File: config.mk
export PLATFORM = sky130hd
export DESIGN_NAME = rx_fifo_trig
export DESIGN_NICKNAME = d
export VERILOG_FILES = /design/src/rtl/rxf_pkg.sv /design/src/rtl/rxf_store.sv /design/src/rtl/rxf_flow.sv /design/src/rtl/rxf_trigger.sv /design/src/rtl/rx_fifo_trig.sv
export SDC_FILE = /design/constraint.sdc
export NUM_CORES = 1
export LEC_CHECK = 0
export BUFFER_PORTS_ARGS = -buffer_cell sky130_fd_sc_hd__buf_2
export CORE_ASPECT_RATIO = 0.75
export CORE_MARGIN = 3
export CORE_UTILIZATION = 31
export CTS_CLUSTER_DIAMETER = 150
export DETAILED_ROUTE_END_ITERATION = 16
export GPL_TIMING_DRIVEN = 0
export HOLD_SLACK_MARGIN = 0.12
export PLACE_DENSITY = 0.47
export SLEW_MARGIN = 0
export SYNTH_ARGS = -nofsm -noshare
export SYNTH_HDL_FRONTEND = slang
export SYNTH_SLANG_ARGS = --single-unit
File: constraint.sdc
create_clock -name clk -period 5.45 [get_ports clk]
set_input_delay 0.8175 -clock clk [delete_from_list [all_inputs] [get_ports clk]]
set_output_delay 0.8175 -clock clk [all_outputs]
set_load 0.01 [all_outputs]
File: src/rtl/rxf_pkg.sv
package rxf_pkg;

   localparam logic [3:0] ISR_NONE    = 4'b0001;
   localparam logic [3:0] ISR_RX_AVAIL = 4'b0100;

   typedef enum logic [1:0] {
      TRIG_SEL_0 = 2'd0,
      TRIG_SEL_1 = 2'd1,
      TRIG_SEL_2 = 2'd2,
      TRIG_SEL_3 = 2'd3
   } trig_sel_e;

   typedef struct packed {
      logic push;
      logic pop;
      logic drop;
   } flow_t;

endpackage

File: src/rtl/rxf_store.sv
module rxf_store #(
   parameter int unsigned DEPTH = 64,
   parameter int unsigned WIDTH = 8,
   localparam int unsigned PW = $clog2(DEPTH),
   localparam int unsigned CW = $clog2(DEPTH + 1)
) (
   input  logic             clk,
   input  logic             rst_n,
   input  logic             push,
   input  logic             pop,
   input  logic [WIDTH-1:0] wr_data,
   output logic [WIDTH-1:0] rd_data,
   output logic [CW-1:0]    level
);

   logic [PW-1:0]    wr_ptr;
   logic [PW-1:0]    rd_ptr;
   logic [WIDTH-1:0] slot [DEPTH];

   // one register per entry, loaded only when the write pointer selects it
   for (genvar g = 0; g < DEPTH; g++) begin : g_slot
      logic [WIDTH-1:0] q;
      always_ff @(posedge clk or negedge rst_n) begin
         if (!rst_n) begin
            q <= '0;
         end else if (push && (wr_ptr == PW'(g))) begin
            q <= wr_data;
         end
      end
      assign slot[g] = q;
   end

   always_ff @(posedge clk or negedge rst_n) begin
      if (!rst_n) begin
         wr_ptr <= '0;
         rd_ptr <= '0;
         level  <= '0;
      end else begin
         if (push) begin
            wr_ptr <= wr_ptr + 1'b1;
         end
         if (pop) begin
            rd_ptr <= rd_ptr + 1'b1;
         end
         case ({push, pop})
            2'b10:   level <= level + 1'b1;
            2'b01:   level <= level - 1'b1;
            default: level <= level;
         endcase
      end
   end

   assign rd_data = slot[rd_ptr];

endmodule

File: src/rtl/rxf_flow.sv
module rxf_flow #(
   parameter int unsigned DEPTH = 64,
   localparam int unsigned CW = $clog2(DEPTH + 1)
) (
   input  logic           clk,
   input  logic           rst_n,
   input  logic           fifo_en,
   input  logic           wr_stb,
   input  logic           rd_stb,
   input  logic           stat_rd,
   input  logic [CW-1:0]  level,
   output rxf_pkg::flow_t flow,
   output logic           data_ready,
   output logic           overrun
);

   localparam logic [CW-1:0] FULL_CAP = CW'(DEPTH);
   localparam logic [CW-1:0] ONE_CAP  = CW'(1);

   logic [CW-1:0] cap;
   logic          nonempty;
   logic          has_room;

   assign cap      = fifo_en ? FULL_CAP : ONE_CAP;
   assign nonempty = (level != '0);
   assign has_room = (level < cap);

   always_comb begin
      flow.pop  = rd_stb && nonempty;
      // a same-cycle pop frees the slot the write needs
      flow.push = wr_stb && (has_room || flow.pop);
      flow.drop = wr_stb && !flow.push;
   end

   always_ff @(posedge clk or negedge rst_n) begin
      if (!rst_n) begin
         overrun <= 1'b0;
      end else if (flow.drop) begin
         overrun <= 1'b1;
      end else if (stat_rd) begin
         overrun <= 1'b0;
      end
   end

   assign data_ready = nonempty;

endmodule

File: src/rtl/rxf_trigger.sv
module rxf_trigger #(
   parameter int unsigned DEPTH  = 64,
   parameter int unsigned TRIG_0 = 8,
   parameter int unsigned TRIG_1 = 16,
   parameter int unsigned TRIG_2 = 56,
   parameter int unsigned TRIG_3 = 60,
   localparam int unsigned CW = $clog2(DEPTH + 1)
) (
   input  logic          fifo_en,
   input  logic          irq_en,
   input  logic [1:0]    sel,
   input  logic [CW-1:0] level,
   output logic          irq,
   output logic [3:0]    isr_code
);

   localparam int unsigned NSEL = 4;

   logic [CW-1:0] thr_tab [NSEL];
   logic [CW-1:0] thr;
   logic          reached;

   for (genvar g = 0; g < NSEL; g++) begin : g_thr
      localparam int unsigned TV = (g == 0) ? TRIG_0 :
                                   (g == 1) ? TRIG_1 :
                                   (g == 2) ? TRIG_2 : TRIG_3;
      if (TV < 1 || TV > DEPTH) begin : g_bad
         $error("threshold %0d out of range 1..%0d", TV, DEPTH);
      end
      assign thr_tab[g] = CW'(TV);
   end

   // a single holding slot triggers on one character
   assign thr     = fifo_en ? thr_tab[sel] : CW'(1);
   assign reached = (level >= thr);
   assign irq     = irq_en && reached;

   always_comb begin
      if (irq) begin
         isr_code = rxf_pkg::ISR_RX_AVAIL;
      end else begin
         isr_code = rxf_pkg::ISR_NONE;
      end
   end

endmodule

File: src/rtl/rx_fifo_trig.sv
module rx_fifo_trig #(
   parameter int unsigned DEPTH  = 64,
   parameter int unsigned WIDTH  = 8,
   parameter int unsigned TRIG_0 = 8,
   parameter int unsigned TRIG_1 = 16,
   parameter int unsigned TRIG_2 = 56,
   parameter int unsigned TRIG_3 = 60,
   localparam int unsigned CW = $clog2(DEPTH + 1)
) (
   input  logic             clk,
   input  logic             rst_n,
   input  logic             fifo_en,
   input  logic             rx_irq_en,
   input  logic [1:0]       trig_sel,
   input  logic             wr_stb,
   input  logic [WIDTH-1:0] wr_data,
   input  logic             rd_stb,
   input  logic             stat_rd,
   output logic [WIDTH-1:0] rd_data,
   output logic [CW-1:0]    fill_level,
   output logic             data_ready,
   output logic             rx_irq,
   output logic [3:0]       isr_code,
   output logic             overrun
);

   if (DEPTH < 2 || (DEPTH & (DEPTH - 1)) != 0) begin : g_bad_depth
      $error("DEPTH must be a power of two and at least 2");
   end
   if (WIDTH < 1) begin : g_bad_width
      $error("WIDTH must be at least 1");
   end

   rxf_pkg::flow_t flow;

   rxf_flow #(
      .DEPTH (DEPTH)
   ) u_flow (
      .clk        (clk),
      .rst_n      (rst_n),
      .fifo_en    (fifo_en),
      .wr_stb     (wr_stb),
      .rd_stb     (rd_stb),
      .stat_rd    (stat_rd),
      .level      (fill_level),
      .flow       (flow),
      .data_ready (data_ready),
      .overrun    (overrun)
   );

   rxf_store #(
      .DEPTH (DEPTH),
      .WIDTH (WIDTH)
   ) u_store (
      .clk     (clk),
      .rst_n   (rst_n),
      .push    (flow.push),
      .pop     (flow.pop),
      .wr_data (wr_data),
      .rd_data (rd_data),
      .level   (fill_level)
   );

   rxf_trigger #(
      .DEPTH  (DEPTH),
      .TRIG_0 (TRIG_0),
      .TRIG_1 (TRIG_1),
      .TRIG_2 (TRIG_2),
      .TRIG_3 (TRIG_3)
   ) u_trig (
      .fifo_en  (fifo_en),
      .irq_en   (rx_irq_en),
      .sel      (trig_sel),
      .level    (fill_level),
      .irq      (rx_irq),
      .isr_code (isr_code)
   );

endmodule

==> impl_metrics.toml, run 1 <==
[status]
status = "finished clean"

[setup_path]
required_ns = 4.63
worstSetupEndpointType = "primary output"
critPathMaxFanout = 10
criticalPathCategory = "flop to primary output"
setup.worst_path.start_class = "flop"
critPathArrivalTime_ns = 4.60

[power_and_ir_drop]
leakage_nw = 13.4
peakVddDrop_mv = 0.225
p_sw_mw = 5.51
power.share.sequential_pct = 36.1
sw_frac_of_total_pct = 37.1
p_int_mw = 9.36
powerDensity_nw_per_um2 = 511
p_comb_share_pct = 37.2
total_power_mw = 14.9
power_frac_clock_pct = 26.7

[layout]
mostFrequentLayoutCell = "dfrtp_1"
fillers = 7779
drive_above_1_share_pct = 44.9
nets = 1868
syn2layout_area_growth_pct = 13.8
final_cell_mix = "532 x dfrtp_1, 489 x mux2_2, 97 x mux4_2, 89 x clkbuf_1, 66 x mux2i_1"

[clock_tree]
cts_made_buffers = 55
cts_tree = "done"
clockBufferDepth = 3
cts_hold_buf = 0
clk_latency_ns = 0.63
htreeDepth = 2
cts_root_buf = "clkbuf_16"
clock_sinks = 532
post_cts_buffers = 0
clk_pin_slew_ns = 0.07

[grt]
grt_pass1_wl_um = 121000
grt_max_degree = 114
grt_overflow = 0
use_met3_pct = 4.88
grt_pass1_vias = 15900
met2_usage_pct = 27.8
antenna_found_initial = 5
grt_busiest_layer = "met1"
globalRouteMet1Util_pct = 30.5
grt_usage_pct = 19.8

[timing]
setup_viol = 0
finalMaxSlewViolations = 0
fin_crit_ns = 5.42
hold_viol_final = 0
worst_slew_pin_slew_ns = 1.41
rsz0062_at_grt = "true"
slew_headroom_pct = 5.73
hold-worst-slack_ns = 0.172
fin_skew_ns = 0.0347
min_period_over_period_pct = 99.5
fmax_mhz = 184
setup_tns_ns = 0

[drt]
wl_um = 84200
wire_per_inst_um = 28.7
routed_via_density = 5.41
drt_iter0_markers = 1357
dr_total_vias = 15900
dr.pass1.iters = 5
drc = 0
final_antenna_net_count = 0

[yosys]
synth_cell_types = 60
syn_inst = 1742
synth_top_area_share_pct = 52.1
synth_top_area_cell = "dfrtp_1"
ys_ff_latch = 532
synthTopCellsByArea = "dfrtp_1 52%, mux2_2 22%, mux4_2 8.5%, mux2i_1 2.6%, mux2_4 1.9%"
synth_flop_cell = "dfrtp_1"
yosys_warnings = 0
synth_edf_count = 0
synth-seq-area-share_pct = 52.1
syn_area_sq_um = 25600
synthArstFlopShare_pct = 100
avgSynthCellArea_sq_um = 14.7

[die]
die_w_um = 338
die_y_um = 255
pin_count = 39
start_util_pct = 31.5
die-area_sq_um = 86000
rows = 90
core_area_sq_um = 81100

[place]
gp_congestion = 0.996
dp_hpwl_um = 60600
port_buffers = 28

[run]
max_cap_violations = 0

[hold_path]
hold_class = "input port to asynchronous set/reset pin"
critical path, cell delays in order, from the launching register on:
cell	delay, ns
dfrtp_1	0.35
buf_2	0.21
buf_2	0.34
clkbuf_1	1.02
mux2i_1	0.34
o22ai_1	0.11
a2111oi_0	0.92
nor3_1	0.40
buf_2	0.26
cell families after synthesis:
family,synth area share [%]
multiplexers,34.5
adder cells (fa/ha/maj),0.861
AO/OA/AOI/OAI,3.38
AND/OR/NAND/NOR,5.89
XOR/XNOR,0.480
other,0.0147
buffers and inverters,2.76
flip-flops,52.1
path summary, 6_finish.rpt:
check | start | end | slack (ns) | cells after the start
max | u_store.rd_ptr[1]$_DFFE_PN0N_ | rd_data[4] | 0.03 | 8
min | rst_n | u_store.g_slot[18].q[4]$_DFFE_PN0P_ | 0.17 | 1
max reg2reg | u_store.level[6]$_DFFE_PN0P_ | u_store.level[6]$_DFFE_PN0P_ | 1.95 | 10
min reg2reg | u_store.g_slot[2].q[1]$_DFFE_PN0P_ | u_store.g_slot[2].q[1]$_DFFE_PN0P_ | 0.50 | 1
max in group asynchronous | rst_n | u_store.g_slot[22].q[0]$_DFFE_PN0P_ | 3.48 | 4
min in group clk | stat_rd | u_flow.overrun$_DFFE_PN0P_ | 0.40 | 2
sequential cells by signal, indices dropped and copies added (netlist names):
register / cells
u_store.level: 7
u_store.wr_ptr: 6
u_flow.overrun: 1
u_store.g_slot.q: 512
u_store.rd_ptr: 6
cells in the mapped netlist, drive strengths merged (5+ instances only):
library cell and instances:
a211o 7, a21oi 17, mux2i 66, buf 61, nand3 31, dfrtp 532, nand3b 10, a31oi 8
xnor2 12, o21ai 9, o22ai 22, and3 9, inv 12, mux4 97, o221ai 10, nor2b 8
nand2 40, ha 16, mux2 521, nand4 8, nor2 52, a41oi 5, clkbuf 80, nand2b 5
o22a 5, nor3 40, a21o 10, a2111oi 7
power groups by stage:
stage | combinational (mW) | clock (mW) | sequential, mW
2_1_floorplan | 3.42 | 0 | 5.26
3_3_place_gp | 5.37 | 0 | 5.39
3_5_place_dp | 5.45 | 0 | 5.42
4_1_cts | 5.46 | 4.07 | 5.36
5_1_grt | 5.81 | 4.23 | 5.48
6_report | 5.54 | 3.97 | 5.37
layer usage:
metal | up-vias | share of wire [%]
li1 | 6666 | -
met1 | 8677 | 50
met2 | 447 | 41
met3 | 101 | 7.1
met4 | 0 | 1.8
met5 | - | 0
through the flow:
stage	cell area, sq um	utilization [%]	setup WS (ns)	cells
after floorplan	25600	-	2.37	1743
after global placement	27000	33.3	-7.56	2829
after detailed placement	27200	33.5	0.619	2835
after CTS	29100	35.9	0.0328	2936
after global routing	29100	35.9	-0.00604	2936
final	29100	35.9	0.0290	2937
repair_timing:
item / in CTS / in global routing
setup endpoints to repair: 6 / 4
pin swaps: 0 / 0
gates resized for setup: 6 / 4
cell type report:
type                    count  area [sq um]  share of cell area [%]
well taps                1058          1320                    4.55
multi-input cells        1058         11600                    39.7
clock inverters            14           190                   0.654
plain buffers             141           681                    2.34
repair buffers             34           293                    1.01
clock buffers              87          1700                    5.83
inverters                  12          45.0                   0.155
flip-flops and latches    532         13300                    45.7
diodes                      1          2.50                 0.00860
(Power assumes the default switching activity.)
==> inputs of run 2 (changes only) <==
- PLACE_DENSITY: 0.47 -> 0.49
- clock period: 5.45 -> 4.7 ns (I/O delays scaled with it)
==> run 2 against run 1 <==
Compared with the run above:
- the flow now finishes with violations (negative setup slack)
- power increased by 16%
- first-iteration DRC count decreased by 2.7%
- sequential share of layout area about the same
- setup slack got worse by 0.075 ns
- critical path depth increased by 1
- critical endpoint is now rd_data[7]
==> impl_metrics.toml, run 2 (same netlist as run 1, synthesis figures left out) <==
[drt]
wl_um = 83000
dr.pass1.iters = 7
wire_per_inst_um = 28.3
routed_via_density = 5.42
dr_total_vias = 15900
drt_iter0_markers = 1320
final_antenna_net_count = 0
drc = 0

[timing]
slew_headroom_pct = 5.17
fmax_mhz = 211
worst_slew_pin_slew_ns = 1.42
rsz0062_at_grt = "false"
finalWorstSetupSlack_ns = -0.0460
setup_viol = 2
fin_crit_ns = 4.75
setup_tns_ns = -0.0765
finalMaxSlewViolations = 0
hold_viol_final = 0
hold-worst-slack_ns = 0.133
fin_skew_ns = 0.0429
min_period_over_period_pct = 101

[status]
status = "finished with violations"
violations = "negative setup slack"

[power_and_ir_drop]
peakVddDrop_mv = 0.288
power.share.sequential_pct = 36.1
power_frac_clock_pct = 25.8
p_comb_share_pct = 38.0
p_sw_mw = 6.48
p_int_mw = 10.8
leakage_nw = 13.4
powerDensity_nw_per_um2 = 592
sw_frac_of_total_pct = 37.6
total_power_mw = 17.2

[place]
dp_hpwl_um = 59400
post-place-cells = 2834
pre_cts_ws_ns = -0.0935
postPlaceCellArea_sq_um = 27200
port_buffers = 28
gp_congestion = 1.04

[clock_tree]
htreeDepth = 2
cts_root_buf = "clkbuf_16"
cts_tree = "done"
clk_pin_slew_ns = 0.07
post_cts_buffers = 0
clock_sinks = 532
clk_latency_ns = 0.65
cts_made_buffers = 55
clockBufferDepth = 3

[setup_path]
reg2reg_depth = 10
cp_slowest_cell = "clkbuf_2"
max_stage_delay_ns = 0.60
required_ns = 3.99
critPathArrivalTime_ns = 4.04
path_depth = 9
path_delay_family = "buffers and inverters"
critPathMaxFanout = 10
r2r_slack_ns = 1.35
setup.worst_path.start_class = "flop"
cp.buffers_inverters = 4
worstSetupEndpointType = "primary output"
criticalPathCategory = "flop to primary output"
crit_chain = "buf_2 -> clkbuf_2 -> clkbuf_2 -> mux4_2 -> nand2_1 -> a41oi_2 -> a31oi_1 -> nor3_1 -> buf_2"

[grt]
grt_pass1_vias = 16300
antenna_found_initial = 3
grt_max_degree = 119
grt_usage_pct = 19.3
grt_pass1_wl_um = 119000
grt_overflow = 0

[die]
pin_count = 39
rows = 90
die_w_um = 338
core_area_sq_um = 81100
die_y_um = 255
die-area_sq_um = 86000
start_util_pct = 31.5

[layout]
largest_register_ffs = 512
final_core_util_pct = 35.9
mostFrequentLayoutCell = "dfrtp_1"
nets = 1867
fin_cells = 2935
syn2layout_area_growth_pct = 13.8
regMostFlops = "u_store.g_slot.q"
drive_above_1_share_pct = 46.1
finish.instance_area_sq_um = 29100
final_cell_mix = "532 x dfrtp_1, 489 x mux2_2, 97 x mux4_2, 80 x clkbuf_1, 66 x mux2i_1"
biggestRegsByFlops = "u_store.g_slot.q: 512 flops, u_store.level: 7 flops"

[run]
max_cap_violations = 0

[hold_path]
hold_class = "input port to asynchronous set/reset pin"
-- run 2: power by group through the flow --
stage	sequential, mW	combinational (mW)	clock (mW)
4_1_cts	6.21	6.40	4.57
3_3_place_gp	6.24	6.20	0
6_report	6.23	6.55	4.45
2_1_floorplan	6.10	3.97	0
5_1_grt	6.35	6.83	4.74
3_5_place_dp	6.29	6.31	0
-- run 2: worst register-to-register path, delay by kind of cell (launching register included) --
family	cells	cell delay [ns]
buffers and inverters	1	0.23
adders and majority gates	1	0.31
AOI/OAI and AO/OA	5	1.57
and+or+nand+nor	3	0.55
DFF	1	0.54
-- run 2: worst paths after layout --
kind,startpoint,end
worst max-delay path,u_store.rd_ptr[1]$_DFFE_PN0N_,rd_data[7]
worst min-delay path,rst_n,u_store.g_slot[17].q[1]$_DFFE_PN0P_
worst max register to register,u_store.level[6]$_DFFE_PN0P_,u_store.level[6]$_DFFE_PN0P_
worst min register to register,u_store.g_slot[2].q[4]$_DFFE_PN0P_,u_store.g_slot[2].q[4]$_DFFE_PN0P_
max in group asynchronous,rst_n,u_store.g_slot[24].q[0]$_DFFE_PN0P_
min in group clk,stat_rd,u_flow.overrun$_DFFE_PN0P_
-- run 2: per-layer routing --
layer / global-route usage [%] / up-vias / wire length (um)
met1: 29.2 / 8659 / 40300
met5: 0 / - / 0
met4: 5.28 / 0 / 2090
met2: 27.0 / 463 / 34100
met3: 5.31 / 120 / 6380
li1: - / 6653 / -
-- run 2: cell type report --
cell class	count	area, sq um
Buffer	141	711
Clock inverter	19	199
Tap cell	1058	1320
Timing Repair Buffer	33	265
Fill cell	7806	52000
Multi-Input combinational cell	1058	11600
Sequential cell	532	13300
Inverter	12	45.0
Clock buffer	80	1600
Antenna cell	2	5.00
-- run 2: timing repair --
| item | CTS | global route |
|---|---|---|
| gates resized for setup | 31 | 16 |
| hold endpoints to repair | 0 | 0 |
| endpoints found under the setup margin | 8 | 7 |
| hold buffers | 0 | 0 |
==> inputs of run 3 (changes only) <==
- CTS_BUF_LIST: not set -> sky130_fd_sc_hd__clkbuf_8
- TNS_END_PERCENT: not set -> 30
==> run 3 against run 2 <==
Compared with the run above:
- the flow still finishes with violations (negative setup slack)
- hold slack improved by 0.070 ns
- critical path depth decreased by 1
- maximum frequency increased by 0.39%
- clock skew decreased by 0.0076 ns
- flip-flop and latch count unchanged
- combinational power about the same
- setup slack improved by 0.019 ns
- global-route usage increased by 0.18 points
- critical path type unchanged
- largest cell class unchanged
==> impl_metrics.toml, run 3 (same netlist as run 1, synthesis figures left out) <==
[setup_path]
critPathArrivalTime_ns = 4.02
crit_chain = "buf_2 -> nand3_1 -> clkbuf_1 -> o22a_1 -> a41oi_1 -> a31oi_1 -> nor3_2 -> buf_2"
crit_path_frequent_cell = "buf_2"
path_delay_family = "compound AO/OA/AOI/OAI gates"
r2r_start = "u_store.level[6]$_DFFE_PN0P_"
r2r_slack_ns = 1.36
cp.buffers_inverters = 3
critical_path.endpoint = "rd_data[5]"
path_depth = 8
max_stage_delay_ns = 0.63
reg2reg_to = "u_store.level[6]$_DFFE_PN0P_"
required_ns = 3.99
cp_slowest_cell = "a41oi_1"
setup.worst_path.start_class = "flop"
criticalPathCategory = "flop to primary output"
startpoint = "u_store.rd_ptr[1]$_DFFE_PN0N_"
worstSetupEndpointType = "primary output"
critPathMaxFanout = 10
reg2reg_depth = 10

[clock_tree]
cts_root_buf = "clkbuf_8"
cts_tree = "done"
clk_pin_slew_ns = 0.07
clock_sinks = 532
cts_made_buffers = 88
clockBufferDepth = 3
clk_latency_ns = 0.70
htreeDepth = 3
post_cts_buffers = 0

[drt]
final_antenna_net_count = 0
dr.pass1.iters = 5
wl_um = 83500
drt_iter0_markers = 1468
wire_per_inst_um = 27.9
dr_total_vias = 16100
routed_via_density = 5.39
drc = 0

[place]
pre_cts_ws_ns = -0.0935
dp_hpwl_um = 59400
post-place-cells = 2834
postPlaceCellArea_sq_um = 27200
gp_congestion = 1.04
port_buffers = 28

[grt]
grt_pass1_vias = 16500
grt_overflow = 0
grt_pass1_wl_um = 120000
grt_max_degree = 119
antenna_found_initial = 2
grt_usage_pct = 19.5

[status]
violations = "negative setup slack"
status = "finished with violations"

[layout]
fin_cells = 2993
finish.instance_area_sq_um = 29100
largest_register_ffs = 512
final_core_util_pct = 35.9
biggestRegsByFlops = "u_store.g_slot.q: 512 flops, u_store.level: 7 flops"
nets = 1901
mostFrequentLayoutCell = "dfrtp_1"
syn2layout_area_growth_pct = 13.9
regMostFlops = "u_store.g_slot.q"
drive_above_1_share_pct = 47.3
final_cell_mix = "532 x dfrtp_1, 489 x mux2_2, 123 x clkbuf_8, 97 x mux4_2, 68 x clkbuf_1"
fillers = 7842

[power_and_ir_drop]
p_int_mw = 10.5
power.share.sequential_pct = 36.5
sw_frac_of_total_pct = 38.2
peakVddDrop_mv = 0.255
powerDensity_nw_per_um2 = 585
leakage_nw = 13.6
p_comb_share_pct = 38.3
total_power_mw = 17.0
p_sw_mw = 6.51
power_frac_clock_pct = 25.1

[die]
die-area_sq_um = 86000
start_util_pct = 31.5
core_area_sq_um = 81100
die_y_um = 255
die_w_um = 338
rows = 90
pin_count = 39

[timing]
hold-worst-slack_ns = 0.203
min_period_over_period_pct = 101
setup_tns_ns = -0.0273
worst_slew_pin_slew_ns = 1.36
fmax_mhz = 212
fin_crit_ns = 4.73
rsz0062_at_grt = "false"
finalWorstSetupSlack_ns = -0.0273
hold_viol_final = 0
slew_headroom_pct = 9.64
fin_skew_ns = 0.0353
setup_viol = 1
finalMaxSlewViolations = 0

[hold_path]
hold_class = "input port to flop"

[run]
max_cap_violations = 0
## run 3: cell types whose count changed in the layout (fill, tap and decap cells not counted), moves of 2 or more
| cell | previous run | this run |
|---|---|---|
| clkbuf_8 | 13 | 123 |
| buf_2 | 52 | 54 |
| clkbuf_1 | 80 | 68 |
| clkbuf_16 | 55 | 0 |
| bufinv_16 | 3 | 0 |
| clkdlybuf4s15_2 | 3 | 1 |
| diode_2 | 2 | 4 |
| clkinv_4 | 2 | 0 |
| inv_1 | 11 | 28 |
## run 3: worst min-delay path by stage
stage / from / end / slack (ns) / cells after the start
3_3_place_gp: u_store.g_slot[11].q[6]$_DFFE_PN0P_ / u_store.g_slot[11].q[6]$_DFFE_PN0P_ / 0.48 / 1
4_1_cts: stat_rd / u_flow.overrun$_DFFE_PN0P_ / 0.14 / 2
6_report: stat_rd / u_flow.overrun$_DFFE_PN0P_ / 0.20 / 2
3_5_place_dp: u_store.g_slot[2].q[4]$_DFFE_PN0P_ / u_store.g_slot[2].q[4]$_DFFE_PN0P_ / 0.49 / 1
5_1_grt: stat_rd / u_flow.overrun$_DFFE_PN0P_ / 0.17 / 2
2_1_floorplan: rst_n / u_flow.overrun$_DFFE_PN0P_ / 0.41 / 0
## run 3: area by class of cell
cell class	count	area (sq um)	area share, %
timing repair buffer	34	275	0.945
clock buffer	123	1690	5.81
clock inverter	31	145	0.498
inverter	12	45.0	0.155
multi-input combinational	1058	11600	39.9
buffer	141	704	2.42
tap	1058	1320	4.54
sequential	532	13300	45.7
antenna	4	10.0	0.0344
## run 3: worst register-to-register path, stage by stage, from the launching register on
cell	delay, ns
dfrtp_1	0.55
nor3_1	0.14
a21boi_0	0.74
nand2b_1	0.24
inv_1	0.23
ha_1	0.31
nor2b_1	0.16
o31a_1	0.28
o21ai_0	0.27
a21o_1	0.16
o311ai_0	0.10
## run 3: per-layer routing
layer / track usage [%] / up-vias / routed length [um] / share of wire (%)
met2: 27.1 / 537 / 34300 / 41
met1: 29.5 / 8726 / 40500 / 48
li1: - / 6740 / - / -
met4: 5.46 / 0 / 2110 / 2.5
met3: 5.42 / 134 / 6620 / 7.9
met5: 0 / - / 0 / 0
## run 3: what timing repair did
action	in CTS	in global routing
resized for setup	32	18
pin swaps	0	0
hold endpoints to repair	87	0
hold buffers	1	0
setup endpoints to repair	8	7
## run 3: power by group through the flow
stage / combinational (mW) / sequential [mW] / clock, mW
final: 6.53 / 6.23 / 4.28
after floorplan: 3.97 / 6.10 / 0
after global placement: 6.20 / 6.24 / 0
after detailed placement: 6.31 / 6.29 / 0
after global routing: 6.81 / 6.35 / 4.60
after CTS: 6.41 / 6.21 / 4.41
